<file path="src/rtl/rtc_regblk_pkg.sv">
package rtc_regblk_pkg;
  localparam logic [7:0] OFS_TLOAD_WR = 8'h00;
  localparam logic [7:0] OFS_TLOAD_RD = 8'h04;
  localparam logic [7:0] OFS_CAL_WR   = 8'h08;
  localparam logic [7:0] OFS_CAL_RD   = 8'h0C;
  localparam logic [7:0] OFS_SECS     = 8'h10;
  localparam logic [7:0] OFS_FRAC     = 8'h14;
  localparam logic [7:0] OFS_ALARM    = 8'h18;
  localparam logic [7:0] OFS_STS      = 8'h20;
  localparam logic [7:0] OFS_MASK     = 8'h24;
  localparam logic [7:0] OFS_MSET     = 8'h28;
  localparam logic [7:0] OFS_MCLR     = 8'h2C;
  localparam logic [7:0] OFS_CTRL     = 8'h40;

  localparam int IRQ_N       = 2;
  localparam int IRQ_SEC_BIT = 0;
  localparam int IRQ_ALM_BIT = 1;
  localparam int OSC_BIT     = 24;
endpackage

</file>
<file path="src/rtl/rtc_sec_counter.sv">
module rtc_sec_counter #(
  parameter int CNT_W  = 32,
  parameter int TICK_W = 16
) (
  input  logic              clk,
  input  logic              rst_n,
  input  logic              load_en,
  input  logic [CNT_W-1:0]  load_val,
  input  logic              sec_tick,
  input  logic              frac_tick,
  input  logic [CNT_W-1:0]  alarm_val,
  output logic [CNT_W-1:0]  sec_cnt,
  output logic [TICK_W-1:0] frac_cnt,
  output logic              alarm_hit
);
  logic [CNT_W-1:0]  cnt_inc;
  logic [CNT_W-1:0]  cnt_nxt;
  logic              cnt_ce;
  logic [TICK_W-1:0] frac_nxt;
  logic              frac_ce;

  always_comb begin
    cnt_inc   = sec_cnt + CNT_W'(1);
    cnt_ce    = load_en | sec_tick;
    cnt_nxt   = load_en ? load_val : cnt_inc;
    frac_ce   = load_en | sec_tick | frac_tick;
    frac_nxt  = (load_en | sec_tick) ? '0 : frac_cnt + TICK_W'(1);
    alarm_hit = sec_tick & ~load_en & (cnt_inc == alarm_val);
  end

  always_ff @(posedge clk or negedge rst_n) begin
    if (!rst_n) begin
      sec_cnt <= '0;
    end else if (cnt_ce) begin
      sec_cnt <= cnt_nxt;
    end
  end

  always_ff @(posedge clk or negedge rst_n) begin
    if (!rst_n) begin
      frac_cnt <= '0;
    end else if (frac_ce) begin
      frac_cnt <= frac_nxt;
    end
  end
endmodule

</file>
<file path="src/rtl/rtc_irq_ctrl.sv">
module rtc_irq_ctrl #(
  parameter int N = 2
) (
  input  logic         clk,
  input  logic         rst_n,
  input  logic [N-1:0] evt_set,
  input  logic [N-1:0] sts_clr,
  input  logic [N-1:0] msk_set,
  input  logic [N-1:0] msk_clr,
  output logic [N-1:0] sts,
  output logic [N-1:0] msk,
  output logic [N-1:0] irq
);
  for (genvar i = 0; i < N; i++) begin : g_bit
    logic sts_nxt;
    logic msk_nxt;
    logic sts_ce;
    logic msk_ce;

    always_comb begin
      sts_ce  = evt_set[i] | sts_clr[i];
      sts_nxt = evt_set[i];
      msk_ce  = msk_set[i] | msk_clr[i];
      msk_nxt = ~msk_clr[i];
    end

    always_ff @(posedge clk or negedge rst_n) begin
      if (!rst_n) begin
        sts[i] <= 1'b0;
      end else if (sts_ce) begin
        sts[i] <= sts_nxt;
      end
    end

    always_ff @(posedge clk or negedge rst_n) begin
      if (!rst_n) begin
        msk[i] <= 1'b0;
      end else if (msk_ce) begin
        msk[i] <= msk_nxt;
      end
    end

    assign irq[i] = sts[i] & msk[i];
  end
endmodule

</file>
<file path="src/rtl/rtc_regfile.sv">
module rtc_regfile
  import rtc_regblk_pkg::*;
#(
  parameter int AW     = 8,
  parameter int DW     = 32,
  parameter int TICK_W = 16,
  parameter int CAL_W  = 21
) (
  input  logic              clk,
  input  logic              rst_n,
  input  logic              wr_en,
  input  logic              rd_en,
  input  logic [AW-1:0]     addr,
  input  logic [DW-1:0]     wdata,
  input  logic [DW-1:0]     sec_cnt,
  input  logic [TICK_W-1:0] frac_cnt,
  input  logic [IRQ_N-1:0]  sts,
  input  logic [IRQ_N-1:0]  msk,
  output logic              load_en,
  output logic [DW-1:0]     alarm_val,
  output logic [IRQ_N-1:0]  sts_clr,
  output logic [IRQ_N-1:0]  msk_set,
  output logic [IRQ_N-1:0]  msk_clr,
  output logic [CAL_W-1:0]  calib_word,
  output logic              osc_en,
  output logic [DW-1:0]     rdata
);
  logic [DW-1:0] tload_shadow;
  logic          wr_tload, wr_cal, wr_alarm, wr_sts, wr_mset, wr_mclr, wr_ctrl;
  logic [DW-1:0] rd_mux;

  function automatic logic hit(input logic [AW-1:0] a, input logic [7:0] ofs);
    return a == AW'(ofs);
  endfunction

  always_comb begin
    wr_tload = wr_en & hit(addr, OFS_TLOAD_WR);
    wr_cal   = wr_en & hit(addr, OFS_CAL_WR);
    wr_alarm = wr_en & hit(addr, OFS_ALARM);
    wr_sts   = wr_en & hit(addr, OFS_STS);
    wr_mset  = wr_en & hit(addr, OFS_MSET);
    wr_mclr  = wr_en & hit(addr, OFS_MCLR);
    wr_ctrl  = wr_en & hit(addr, OFS_CTRL);
    load_en  = wr_tload;
    sts_clr  = wr_sts  ? wdata[IRQ_N-1:0] : '0;
    msk_set  = wr_mset ? wdata[IRQ_N-1:0] : '0;
    msk_clr  = wr_mclr ? wdata[IRQ_N-1:0] : '0;
  end

  always_comb begin
    rd_mux = '0;
    if (hit(addr, OFS_TLOAD_RD)) rd_mux = tload_shadow;
    if (hit(addr, OFS_CAL_RD))   rd_mux = DW'(calib_word);
    if (hit(addr, OFS_SECS))     rd_mux = sec_cnt;
    if (hit(addr, OFS_FRAC))     rd_mux = DW'(frac_cnt);
    if (hit(addr, OFS_ALARM))    rd_mux = alarm_val;
    if (hit(addr, OFS_STS))      rd_mux = DW'(sts);
    if (hit(addr, OFS_MASK))     rd_mux = DW'(msk);
    if (hit(addr, OFS_CTRL))     rd_mux[OSC_BIT] = osc_en;
  end

  always_ff @(posedge clk or negedge rst_n) begin
    if (!rst_n) begin
      tload_shadow <= '0;
    end else if (wr_tload) begin
      tload_shadow <= wdata;
    end
  end

  always_ff @(posedge clk or negedge rst_n) begin
    if (!rst_n) begin
      calib_word <= '0;
    end else if (wr_cal) begin
      calib_word <= wdata[CAL_W-1:0];
    end
  end

  always_ff @(posedge clk or negedge rst_n) begin
    if (!rst_n) begin
      alarm_val <= '0;
    end else if (wr_alarm) begin
      alarm_val <= wdata;
    end
  end

  always_ff @(posedge clk or negedge rst_n) begin
    if (!rst_n) begin
      osc_en <= 1'b0;
    end else if (wr_ctrl) begin
      osc_en <= wdata[OSC_BIT];
    end
  end

  always_ff @(posedge clk or negedge rst_n) begin
    if (!rst_n) begin
      rdata <= '0;
    end else if (rd_en) begin
      rdata <= rd_mux;
    end
  end
endmodule

</file>
<file path="src/rtl/rtc_regblk.sv">
module rtc_regblk
  import rtc_regblk_pkg::*;
#(
  parameter int AW     = 8,
  parameter int DW     = 32,
  parameter int TICK_W = 16,
  parameter int CAL_W  = 21
) (
  input  logic             clk,
  input  logic             rst_n,
  input  logic             wr_en,
  input  logic             rd_en,
  input  logic [AW-1:0]    addr,
  input  logic [DW-1:0]    wdata,
  output logic [DW-1:0]    rdata,
  input  logic             sec_tick,
  input  logic             frac_tick,
  output logic [CAL_W-1:0] calib_word,
  output logic             osc_en,
  output logic             irq_alarm,
  output logic             irq_sec
);
  logic [DW-1:0]     sec_cnt;
  logic [TICK_W-1:0] frac_cnt;
  logic [DW-1:0]     alarm_val;
  logic              load_en;
  logic              alarm_hit;
  logic [IRQ_N-1:0]  evt_set, sts_clr, msk_set, msk_clr, sts, msk, irq;

  rtc_sec_counter #(.CNT_W(DW), .TICK_W(TICK_W)) u_cnt (
    .clk(clk), .rst_n(rst_n), .load_en(load_en), .load_val(wdata),
    .sec_tick(sec_tick), .frac_tick(frac_tick), .alarm_val(alarm_val),
    .sec_cnt(sec_cnt), .frac_cnt(frac_cnt), .alarm_hit(alarm_hit)
  );

  always_comb begin
    evt_set              = '0;
    evt_set[IRQ_SEC_BIT] = sec_tick;
    evt_set[IRQ_ALM_BIT] = alarm_hit;
  end

  rtc_irq_ctrl #(.N(IRQ_N)) u_irq (
    .clk(clk), .rst_n(rst_n), .evt_set(evt_set), .sts_clr(sts_clr),
    .msk_set(msk_set), .msk_clr(msk_clr), .sts(sts), .msk(msk), .irq(irq)
  );

  rtc_regfile #(.AW(AW), .DW(DW), .TICK_W(TICK_W), .CAL_W(CAL_W)) u_regs (
    .clk(clk), .rst_n(rst_n), .wr_en(wr_en), .rd_en(rd_en), .addr(addr),
    .wdata(wdata), .sec_cnt(sec_cnt), .frac_cnt(frac_cnt), .sts(sts),
    .msk(msk), .load_en(load_en), .alarm_val(alarm_val), .sts_clr(sts_clr),
    .msk_set(msk_set), .msk_clr(msk_clr), .calib_word(calib_word),
    .osc_en(osc_en), .rdata(rdata)
  );

  assign irq_sec   = irq[IRQ_SEC_BIT];
  assign irq_alarm = irq[IRQ_ALM_BIT];
endmodule

</file>
<file path="config.mk">
export PLATFORM = sky130hd
export DESIGN_NAME = rtc_regblk
export DESIGN_NICKNAME = d
export VERILOG_FILES = /design/src/rtl/rtc_regblk_pkg.sv /design/src/rtl/rtc_sec_counter.sv /design/src/rtl/rtc_irq_ctrl.sv /design/src/rtl/rtc_regfile.sv /design/src/rtl/rtc_regblk.sv
export SDC_FILE = /design/constraint.sdc
export NUM_CORES = 1
export LEC_CHECK = 0
export CORE_ASPECT_RATIO = 1.1
export CORE_MARGIN = 2
export CORE_UTILIZATION = 62
export DETAILED_ROUTE_END_ITERATION = 7
export PLACE_DENSITY = 0.86
export SKIP_LAST_GASP = 1
export SYNTH_ARGS = -nofsm -noshare
export SYNTH_HDL_FRONTEND = slang
export SYNTH_HIERARCHICAL = 1
export SYNTH_SLANG_ARGS = --single-unit
</file>
<file path="constraint.sdc">
create_clock -name clk -period 5.88 [get_ports clk]
set_clock_uncertainty 0.15 [all_clocks]
set_input_delay 0.882 -clock clk [delete_from_list [all_inputs] [get_ports clk]]
set_output_delay 0.882 -clock clk [all_outputs]
set_load 0.05 [all_outputs]
</file>
==> results of run 1 <==
## worst paths after layout
check | start | slack (ns) | to | cells after the start
min in group asynchronous | rst_n | 0.43 | u_regs/tload_shadow[11]$_DFFE_PN0P_ | 1
min | u_regs/rdata[26]$_DFFE_PN0P_ | 0.34 | u_regs/rdata[26]$_DFFE_PN0P_ | 1
max reg2reg | u_cnt/sec_cnt[0]$_DFFE_PN0N_ | 2.37 | u_irq/sts[1]$_DFFE_PN0P_ | 9
min reg2reg | u_regs/rdata[26]$_DFFE_PN0P_ | 0.34 | u_regs/rdata[26]$_DFFE_PN0P_ | 1
max | addr[2] | 2.36 | u_regs/rdata[24]$_DFFE_PN0P_ | 7
max in group asynchronous | rst_n | 3.80 | u_regs/tload_shadow[27]$_DFFE_PN0P_ | 2
## Yosys cell counts (13+ instances only)
| library cell | number | area [µm²] |
|---|---|---|
| nor2_1 | 48 | 180 |
| a22oi_1 | 15 | 113 |
| dfrtp_1 | 170 | 4250 |
| nand4_1 | 16 | 100 |
| nand3_1 | 27 | 135 |
| mux2_4 | 30 | 450 |
| mux2_2 | 59 | 664 |
| a22o_1 | 13 | 114 |
| xnor2_1 | 36 | 315 |
| buf_2 | 18 | 90.1 |
| o31ai_1 | 14 | 105 |
| a221oi_1 | 21 | 184 |
| o21ai_0 | 48 | 240 |
| xor2_1 | 48 | 420 |
| clkbuf_1 | 30 | 113 |
| nand2_1 | 68 | 255 |
## kinds of logic after synthesis
| family | share of synthesized area (%) |
|---|---|
| buf+inv | 4.06 |
| compound gates | 16.7 |
| fa+ha+maj | 0.262 |
| simple gates | 14.4 |
| xor+xnor | 7.70 |
| flops | 44.5 |
| mux | 12.3 |
## metal layers
layer / vias up / track usage [%]
li1: 3418 / -
met1: 3895 / 40.7
met2: 411 / 55.4
met3: 83 / 5.44
met4: 0 / 14.0
met5: - / 0
## worst register-to-register path, stage by stage (launching register included)
cell and delay, ns:
dfrtp_1 0.51, ha_1 0.33, and3_1 0.40, nand2_1 0.33
or3_1 0.52, xnor2_1 0.16, or4_4 0.48, nor4b_2 0.29
o2111a_1 0.22, a21o_1 0.08
## cell type report
class	count	area [µm²]	share of cell area [%]
inverter	10	37.5	0.336
sequential	170	4250	38.1
timing repair buffer	111	1090	9.73
clock inverter	13	189	1.69
multi-input combinational	635	4910	43.9
tap	196	245	2.19
clock buffer	19	453	4.05
## registers in the layout, summed over array words and instances, names as in the netlist
| register | count |
|---|---|
| u_cnt/sec_cnt | 32 |
| u_regs/alarm_val | 32 |
| u_regs/rdata | 32 |
| u_regs/tload_shadow | 32 |
| u_regs/calib_word | 21 |
| u_cnt/frac_cnt | 16 |
| u_irq/msk | 2 |
| u_irq/sts | 2 |
| u_regs/osc_en | 1 |
## power by group through the flow
stage               sequential (mW)  combinational, mW  clock (mW)
CTS                            1.34              0.423        1.23
global placement               1.36              0.411           0
global route                   1.35              0.458        1.28
finish                         1.34              0.428        1.22
floorplan                      1.34              0.280           0
detailed placement             1.36              0.419           0
## through the flow
| step | hold WS (ns) | instances | setup WS [ns] | utilization (%) | cell area [µm²] |
|---|---|---|---|---|---|
| final | 0.343 | 1154 | 2.36 | 74.2 | 11200 |
| after global routing | 0.359 | 1154 | 2.18 | 74.2 | 11200 |
| after CTS | 0.347 | 1154 | 2.39 | 74.2 | 11200 |
| after detailed placement | 0.323 | 1122 | 2.07 | 70.0 | 10500 |
| after global placement | 0.320 | 1122 | 2.12 | 70.0 | 10500 |
| after floorplan | 0.318 | 880 | 2.31 | - | 9550 |
==> results.json, run 1 <==
{
  "ir_drop_mv": 0.212,
  "grt-ovfl-total": 0,
  "endpoint_kind": "flip-flop",
  "avgSynthCellArea_um2": 10.9,
  "die_width_um": 122,
  "cts.sinks": 170,
  "crit_path_start_kind": "primary input",
  "p_sw_mw": 0.832,
  "place_congestion": 0.892,
  "dp_hpwl_um": 17000,
  "power_frac_comb_pct": 14.3,
  "p_leak_nw": 4.75,
  "n_antenna_cell": 0,
  "cts.htree.levels": 4,
  "synthArstFlopShare_pct": 100,
  "track_usage_pct": 32.5,
  "antenna_found_initial": 0,
  "firstDrtPassIters": 6,
  "ys_warn_count": 6,
  "ios": 102,
  "syn_nets": 928,
  "total_power_mw": 2.99,
  "maxSlewHeadroom_pct": 9.53,
  "layout_commonest_cell": "dfrtp_1",
  "grt_pass1_vias": 7793,
  "wl_met2_um": 13200,
  "ant_nets": 0,
  "die-area_mm2": 0.0164,
  "maxCapViolations": 0,
  "setup_tns_ns": 0,
  "ys_ff_latch": 170,
  "synth_edf_count": 0,
  "fmax_mhz": 284,
  "grt_max_degree": 108,
  "ys_types": 82,
  "start_util_pct": 63.4,
  "clk_pin_slew_ns": 0.07,
  "hold_class": "reg2reg",
  "slew_viol_final": 0,
  "drt-met1-wl_um": 10300,
  "max_slew.worst_pin.slew_ns": 1.35,
  "port_buffers": 101,
  "cts_resized": 0,
  "cts.hold.buffers_added": 0,
  "core_area_mm2": 0.0151,
  "rsz0062_at_grt": "no",
  "drive_above_1_share_pct": 18.0,
  "hold_viol": 0,
  "cts-root-buf": "clkbuf_16",
  "yosys_most_used_dff": "dfrtp_1",
  "internal_power_mw": 2.16,
  "clock_latency_ns": 0.43,
  "via_count": 7807,
  "syn_area_mm2": 0.00955,
  "drtIter0Drc": 832,
  "clockBufferDepth": 2,
  "path_max_fanout": 17,
  "p_per_area_mw_per_mm2": 268,
  "path_buf_inv": 3,
  "post_cts_buffers": 0,
  "route.met3.wl_um": 1850,
  "critical-path-top-delay-family": "buffers and inverters",
  "final_nets": 993,
  "num-fill-cells": 1022,
  "top_layer": "met4",
  "die_y_um": 134,
  "ys_seq_area_share_pct": 44.5,
  "status": "finished, final reports clean",
  "cp_slowest_stage_delay_ns": 0.76,
  "layout_worst_path_cycle_share_pct": 59.8,
  "cp.required_ns": 6.06,
  "vias_per_cell": 6.77,
  "cp_cell_sequence": "clkdlybuf4s50_1, nor4b_4, buf_4, and2_1, buf_4, a22oi_1, a31oi_1",
  "syn_to_final_growth_pct": 17.0,
  "setup_viol": 0,
  "switching_share_pct": 27.8,
  "final_cell_mix": "dfrtp_1 (170), clkdlybuf4s50_1 (100), nand2_1 (68)",
  "path_class": "in2reg",
  "cts_tree": "built",
  "synth_cells": 880,
  "routedWlPerCell_um": 22.7,
  "crit_slowest_cell": "clkdlybuf4s50_1",
  "drc_errors": 0,
  "drt-total-wl_um": 26200,
  "cp.arrival_ns": 3.70,
  "p_seq_share_pct": 44.8,
  "path_common_cell": "buf_4",
  "grt_pass1_wl_um": 41200,
  "numCtsBuffers": 17,
  "placementRows": 47,
  "clkPwrFrac_pct": 40.9,
  "min_period_ns": 3.52
}
Note: power is estimated with default switching activity, not from simulation.
==> run 2: changes to the inputs <==
--- a/config.mk
+++ b/config.mk
@@ -7,9 +7,9 @@
 export LEC_CHECK = 0
 export CORE_ASPECT_RATIO = 1.1
 export CORE_MARGIN = 2
-export CORE_UTILIZATION = 62
+export CORE_UTILIZATION = 57
 export DETAILED_ROUTE_END_ITERATION = 7
-export PLACE_DENSITY = 0.86
+export PLACE_DENSITY = 0.8
 export SKIP_LAST_GASP = 1
 export SYNTH_ARGS = -nofsm -noshare
 export SYNTH_HDL_FRONTEND = slang
==> constraint.sdc (replaced) <==
create_clock -name clk -period 3.33 [get_ports clk]
set_clock_uncertainty 0.15 [all_clocks]
set_input_delay 0.4995 -clock clk [delete_from_list [all_inputs] [get_ports clk]]
set_output_delay 0.4995 -clock clk [all_outputs]
set_load 0.05 [all_outputs]
==> results.json, run 2 (synthesis results as in run 1) <==
{
  "endpoint": "u_irq/sts[1]$_DFFE_PN0P_",
  "maxSlewHeadroom_pct": 33.6,
  "die_y_um": 140,
  "r2r-end": "u_irq/sts[1]$_DFFE_PN0P_",
  "port_buffers": 101,
  "switching_share_pct": 29.3,
  "final_cell_mix": "dfrtp_1 (170), clkdlybuf4s50_1 (100), nand2_1 (68)",
  "path_max_fanout": 7,
  "layout_commonest_cell": "dfrtp_1",
  "p_per_area_mw_per_mm2": 447,
  "die_width_um": 127,
  "via_count": 7676,
  "path_buf_inv": 0,
  "internal_power_mw": 3.58,
  "cts_resized": 0,
  "hold_slack_ns": 0.344,
  "cp_num_cells": 9,
  "p_sw_mw": 1.49,
  "drive_above_1_share_pct": 20.1,
  "cp-startpoint": "u_cnt/sec_cnt[0]$_DFFE_PN0N_",
  "numCtsBuffers": 17,
  "vias_per_cell": 6.46,
  "r2r_slack_ns": 0.34,
  "post_cts_buffers": 0,
  "die-area_mm2": 0.0178,
  "setup_viol": 0,
  "cts_tree": "built",
  "holdPathStages": 1,
  "p_leak_nw": 4.86,
  "syn_to_final_growth_pct": 18.8,
  "routedWlPerCell_um": 21.3,
  "cp.required_ns": 3.55,
  "grt_pass1_vias": 7757,
  "status": "finished, final reports clean",
  "p_seq_share_pct": 46.6,
  "cts.htree.levels": 4,
  "grt_max_degree": 74,
  "power_frac_comb_pct": 15.4,
  "final_nets": 1020,
  "grt-ovfl-total": 0,
  "cp_cell_sequence": "ha_1, and3_1, nand2_1, or3_1, xnor2_1, or4_4, nor4b_2, o2111a_1, a21o_1",
  "drc_errors": 0,
  "fmax_mhz": 334,
  "clkPwrFrac_pct": 38.0,
  "hold_class": "reg2reg",
  "cts.sinks": 170,
  "firstDrtPassIters": 6,
  "dp_hpwl_um": 17300,
  "drt-total-wl_um": 25300,
  "max_slew.worst_pin.slew_ns": 0.995,
  "path_class": "reg2reg",
  "critical-path-top-delay-family": "simple AND/OR/NAND/NOR gates",
  "ir_drop_mv": 0.342,
  "ant_nets": 0,
  "clock_latency_ns": 0.44,
  "setup_tns_ns": 0,
  "endpoint_kind": "flip-flop",
  "start_util_pct": 58.3,
  "placementRows": 49,
  "cp_slowest_stage_delay_ns": 0.50,
  "n_antenna_cell": 0,
  "timing.rr.start": "u_cnt/sec_cnt[0]$_DFFE_PN0N_",
  "dpl-instance-area_mm2": 0.0108,
  "clockBufferDepth": 2,
  "drtIter0Drc": 663,
  "clk_pin_slew_ns": 0.06,
  "grt_pass1_wl_um": 41000,
  "slew_viol_final": 0,
  "cts.hold.buffers_added": 1,
  "hold_viol": 0,
  "place_congestion": 0.923,
  "crit_path_start_kind": "flip-flop",
  "maxCapViolations": 0,
  "cp.arrival_ns": 3.22,
  "core_area_mm2": 0.0164,
  "r2r_cells": 9,
  "stdcell_area_mm2": 0.0113,
  "crit_slowest_cell": "dfrtp_1",
  "layout_worst_path_cycle_share_pct": 89.8,
  "track_usage_pct": 29.2,
  "rsz0062_at_grt": "no",
  "antenna_found_initial": 0,
  "min_period_ns": 2.99,
  "ios": 102,
  "cts-root-buf": "clkbuf_16"
}
## run 2: cell count changes in the layout (fill, tap and decap cells not counted), moves of 2 or more
cell | before | now
buf_4 | 10 | 34
bufinv_16 | 4 | 1
inv_6 | 3 | 6
buf_12 | 0 | 2
clkbuf_8 | 2 | 0
## run 2: stage by stage
step | utilization, % | power [mW] | std cells | setup WS (ns)
after CTS | 69.3 | 5.08 | 1189 | 0.336
after floorplan | - | 2.87 | 880 | 0.139
final | 69.3 | 5.07 | 1189 | 0.338
after global placement | 65.8 | 3.14 | 1156 | 0.199
after global routing | 69.3 | 5.27 | 1189 | 0.135
after detailed placement | 65.8 | 3.16 | 1156 | 0.137
## run 2: worst register-to-register path: cells and delay by family, from the launching register on
kind / cells / cell delay (ns)
and+or+nand+nor: 5 / 1.50
DFF: 1 / 0.50
AOI/OAI and AO/OA: 2 / 0.30
adders and majority gates: 1 / 0.33
xor gates and xnor gates: 1 / 0.15
## run 2: per-layer routing
| metal | GRT usage (%) | wire length [µm] | vias to the layer above |
|---|---|---|---|
| met2 | 48.0 | 12500 | 324 |
| met3 | 4.96 | 1580 | 55 |
| met1 | 38.0 | 10400 | 3821 |
| met5 | 0 | 0 | - |
| met4 | 13.1 | 784 | 0 |
| li1 | - | - | 3476 |
## run 2: area by class of cell
class / count / area, µm²
Fill cell: 1239 / 5030
Inverter: 10 / 37.5
Clock inverter: 15 / 141
Timing Repair Buffer: 138 / 1320
Clock buffer: 17 / 425
Multi-Input combinational cell: 635 / 4910
Sequential cell: 170 / 4250
Tap cell: 204 / 255
## run 2: power groups by stage
stage,Combinational (mW),Sequential [mW],Clock [mW]
after floorplan,0.495,2.37,0
after global placement,0.755,2.39,0
after detailed placement,0.768,2.39,0
after CTS,0.775,2.36,1.95
after global routing,0.851,2.38,2.04
final,0.779,2.36,1.93
## run 2: how the worst min path moves through the flow
stage	end	slack [ns]	from
2_1_floorplan	u_cnt/frac_cnt[0]$_DFFE_PN0P_	0.05	rst_n
3_3_place_gp	u_regs/rdata[22]$_DFFE_PN0P_	0.33	u_regs/rdata[22]$_DFFE_PN0P_
3_5_place_dp	u_regs/rdata[26]$_DFFE_PN0P_	0.32	u_regs/rdata[26]$_DFFE_PN0P_
4_1_cts	u_regs/rdata[28]$_DFFE_PN0P_	0.34	u_regs/rdata[28]$_DFFE_PN0P_
5_1_grt	u_regs/rdata[27]$_DFFE_PN0P_	0.36	u_regs/rdata[27]$_DFFE_PN0P_
6_report	u_regs/rdata[26]$_DFFE_PN0P_	0.34	u_regs/rdata[26]$_DFFE_PN0P_
==> run 3: changes to the inputs <==
--- a/config.mk
+++ b/config.mk
@@ -7,11 +7,10 @@
 export LEC_CHECK = 0
 export CORE_ASPECT_RATIO = 1.1
 export CORE_MARGIN = 2
-export CORE_UTILIZATION = 57
+export CORE_UTILIZATION = 56
 export DETAILED_ROUTE_END_ITERATION = 7
 export PLACE_DENSITY = 0.8
 export SKIP_LAST_GASP = 1
 export SYNTH_ARGS = -nofsm -noshare
 export SYNTH_HDL_FRONTEND = slang
-export SYNTH_HIERARCHICAL = 1
 export SYNTH_SLANG_ARGS = --single-unit
==> constraint.sdc (replaced) <==
create_clock -name clk -period 3.1 [get_ports clk]
set_clock_uncertainty 0.15 [all_clocks]
set_input_delay 0.465 -clock clk [delete_from_list [all_inputs] [get_ports clk]]
set_output_delay 0.465 -clock clk [all_outputs]
set_load 0.05 [all_outputs]
==> results.json, run 3 <==
{
  "path_max_fanout": 7,
  "hold_viol": 0,
  "grt-ovfl-total": 0,
  "avgSynthCellArea_um2": 10.0,
  "placementRows": 47,
  "syn_to_final_growth_pct": 22.5,
  "syn_nets": 905,
  "layout_worst_path_cycle_share_pct": 86.2,
  "via_count": 6991,
  "maxCapViolations": 0,
  "n_antenna_cell": 0,
  "track_usage_pct": 27.7,
  "p_per_area_mw_per_mm2": 521,
  "clk_pin_slew_ns": 0.07,
  "dp_slack_ns": 0.289,
  "dp_hpwl_um": 14800,
  "max_slew.worst_pin.slew_ns": 0.579,
  "cts.htree.levels": 4,
  "cp_slowest_stage_delay_ns": 0.46,
  "setup_viol": 0,
  "layout_commonest_cell": "dfrtp_1",
  "port_buffers": 101,
  "die_y_um": 134,
  "cts_resized": 0,
  "yosys-top-cells-count": "dfrtp_1 (170), nand2_1 (136), mux2_2 (54), nor2_1 (54), o21ai_0 (50)",
  "firstDrtPassIters": 7,
  "ys_warn_count": 0,
  "synth_cells": 857,
  "path_class": "reg2reg",
  "top_layer": "met4",
  "drt-total-wl_um": 21300,
  "die_width_um": 122,
  "hold_class": "reg2reg",
  "crit_path_start_kind": "flip-flop",
  "syn_area_mm2": 0.00859,
  "antenna_found_initial": 0,
  "slew_viol_final": 0,
  "synthArstFlopShare_pct": 100,
  "ys_seq_area_share_pct": 49.5,
  "setup_ws_ns": 0.427,
  "p_leak_nw": 4.60,
  "clockBufferDepth": 2,
  "critical-path-top-delay-family": "simple AND/OR/NAND/NOR gates",
  "core_area_mm2": 0.0151,
  "fmax_mhz": 374,
  "grt_max_degree": 60,
  "grt_pass1_wl_um": 35500,
  "drtIter0Drc": 594,
  "wl_met2_um": 10500,
  "cts_tree": "built",
  "drc_errors": 0,
  "path_buf_inv": 0,
  "start_util_pct": 57.1,
  "final_cell_mix": "dfrtp_1 (170), nand2_1 (136), clkdlybuf4s50_1 (100)",
  "ys_ff_latch": 170,
  "clock_latency_ns": 0.44,
  "synth_edf_count": 0,
  "place_congestion": 0.861,
  "min_period_ns": 2.67,
  "synth_top_cell_area_share_pct": 49.5,
  "endpoint_kind": "flip-flop",
  "ys_types": 59,
  "yosysMostFrequentCell": "dfrtp_1",
  "cp.arrival_ns": 2.86,
  "post_cts_buffers": 0,
  "drive_above_1_share_pct": 13.5,
  "ant_nets": 0,
  "maxSlewHeadroom_pct": 61.4,
  "routedWlPerCell_um": 18.4,
  "status": "finished, final reports clean",
  "yosys.area.top_type": "dfrtp_1",
  "yosys_most_used_dff": "dfrtp_1",
  "rsz0062_at_grt": "no",
  "ios": 102,
  "route.met3.wl_um": 1300,
  "final_nets": 999,
  "cts.sinks": 170,
  "vias_per_cell": 6.03,
  "ir_drop_mv": 0.394,
  "drt-met1-wl_um": 9000,
  "grt_pass1_vias": 7154,
  "cp_cell_sequence": "ha_1, nand3_2, nor4_4, nand3_4, nor3_4, xnor2_1, a2111o_1, o31ai_2",
  "numCtsBuffers": 17,
  "cp.required_ns": 3.29,
  "die-area_mm2": 0.0163,
  "setup_tns_ns": 0,
  "cts-root-buf": "clkbuf_16",
  "synth_area_leaders": "dfrtp_1 (50%), mux2_2 (7.1%), nand2_1 (5.9%)",
  "crit_slowest_cell": "dfrtp_1"
}
[run 3: worst paths after layout]
check	start	to	slack (ns)	cells past startpoint
setup / recovery	u_cnt.sec_cnt[0]$_DFFE_PN0N_	u_irq.sts[1]$_DFFE_PN0P_	0.43	8
hold / removal	u_regs.tload_shadow[0]$_DFFE_PN0P_	u_regs.tload_shadow[0]$_DFFE_PN0P_	0.32	2
setup reg to reg	u_cnt.sec_cnt[0]$_DFFE_PN0N_	u_irq.sts[1]$_DFFE_PN0P_	0.43	8
hold reg to reg	u_regs.tload_shadow[0]$_DFFE_PN0P_	u_regs.tload_shadow[0]$_DFFE_PN0P_	0.32	2
max in group asynchronous	rst_n	u_cnt.sec_cnt[30]$_DFFE_PN0N_	1.68	3
min in group asynchronous	rst_n	u_regs.rdata[30]$_DFFE_PN0P_	0.44	2
[run 3: per-layer routing]
metal | GRT usage [%] | up-vias
li1 | - | 3211
met1 | 37.4 | 3442
met2 | 45.1 | 291
met3 | 5.27 | 47
met4 | 9.71 | 0
met5 | 0 | -
[run 3: cell families (layout without fill, tap and decap cells)]
kind of cell	Yosys count	after routing	synth area share [%]
multiplexers	57	57	7.43
AO/OA/AOI/OAI	158	158	12.7
XOR/XNOR	96	96	9.79
adder cells (fa/ha/maj)	2	2	0.291
buffers and inverters	81	187	3.74
flip-flops	170	170	49.5
AND/OR/NAND/NOR	293	293	16.6
[run 3: timing repair]
action,CTS,global route
endpoints found under the hold margin,56,0
hold buffers,1,0
endpoints found under the setup margin,0,0
[run 3: through the flow]
| stage | area [µm²] | utilization, % | instances | hold WS, ns | power, mW |
|---|---|---|---|---|---|
| floorplan | 8590 | - | 857 | 0.0194 | 3.06 |
| global placement | 9920 | 65.9 | 1127 | 0.299 | 3.34 |
| detailed placement | 9920 | 65.9 | 1127 | 0.306 | 3.36 |
| CTS | 10500 | 69.9 | 1159 | 0.321 | 5.52 |
| global route | 10500 | 69.9 | 1159 | 0.332 | 5.69 |
| finish | 10500 | 69.9 | 1159 | 0.322 | 5.49 |
[run 3: where the power goes]
| part | switching (mW) | internal, mW |
|---|---|---|
| sequential | 0.198 | 2.35 |
| combinational | 0.430 | 0.346 |
| clock | 0.874 | 1.29 |
[run 3: final cells by class]
cell class	instances	area, µm²
multi-input combinational	606	4020
clock inverter	10	144
tap	196	245
timing repair buffer	134	1330
sequential	170	4250
clock buffer	21	450
fill	1142	4530
inverter	22	82.6
[run 3: tightest hold or removal path: cells and delay by family, from the launching register on]
| family | cells | cell delay, ns |
|---|---|---|
| AND/OR/NAND/NOR | 2 | 0.10 |
| flip-flops | 1 | 0.34 |
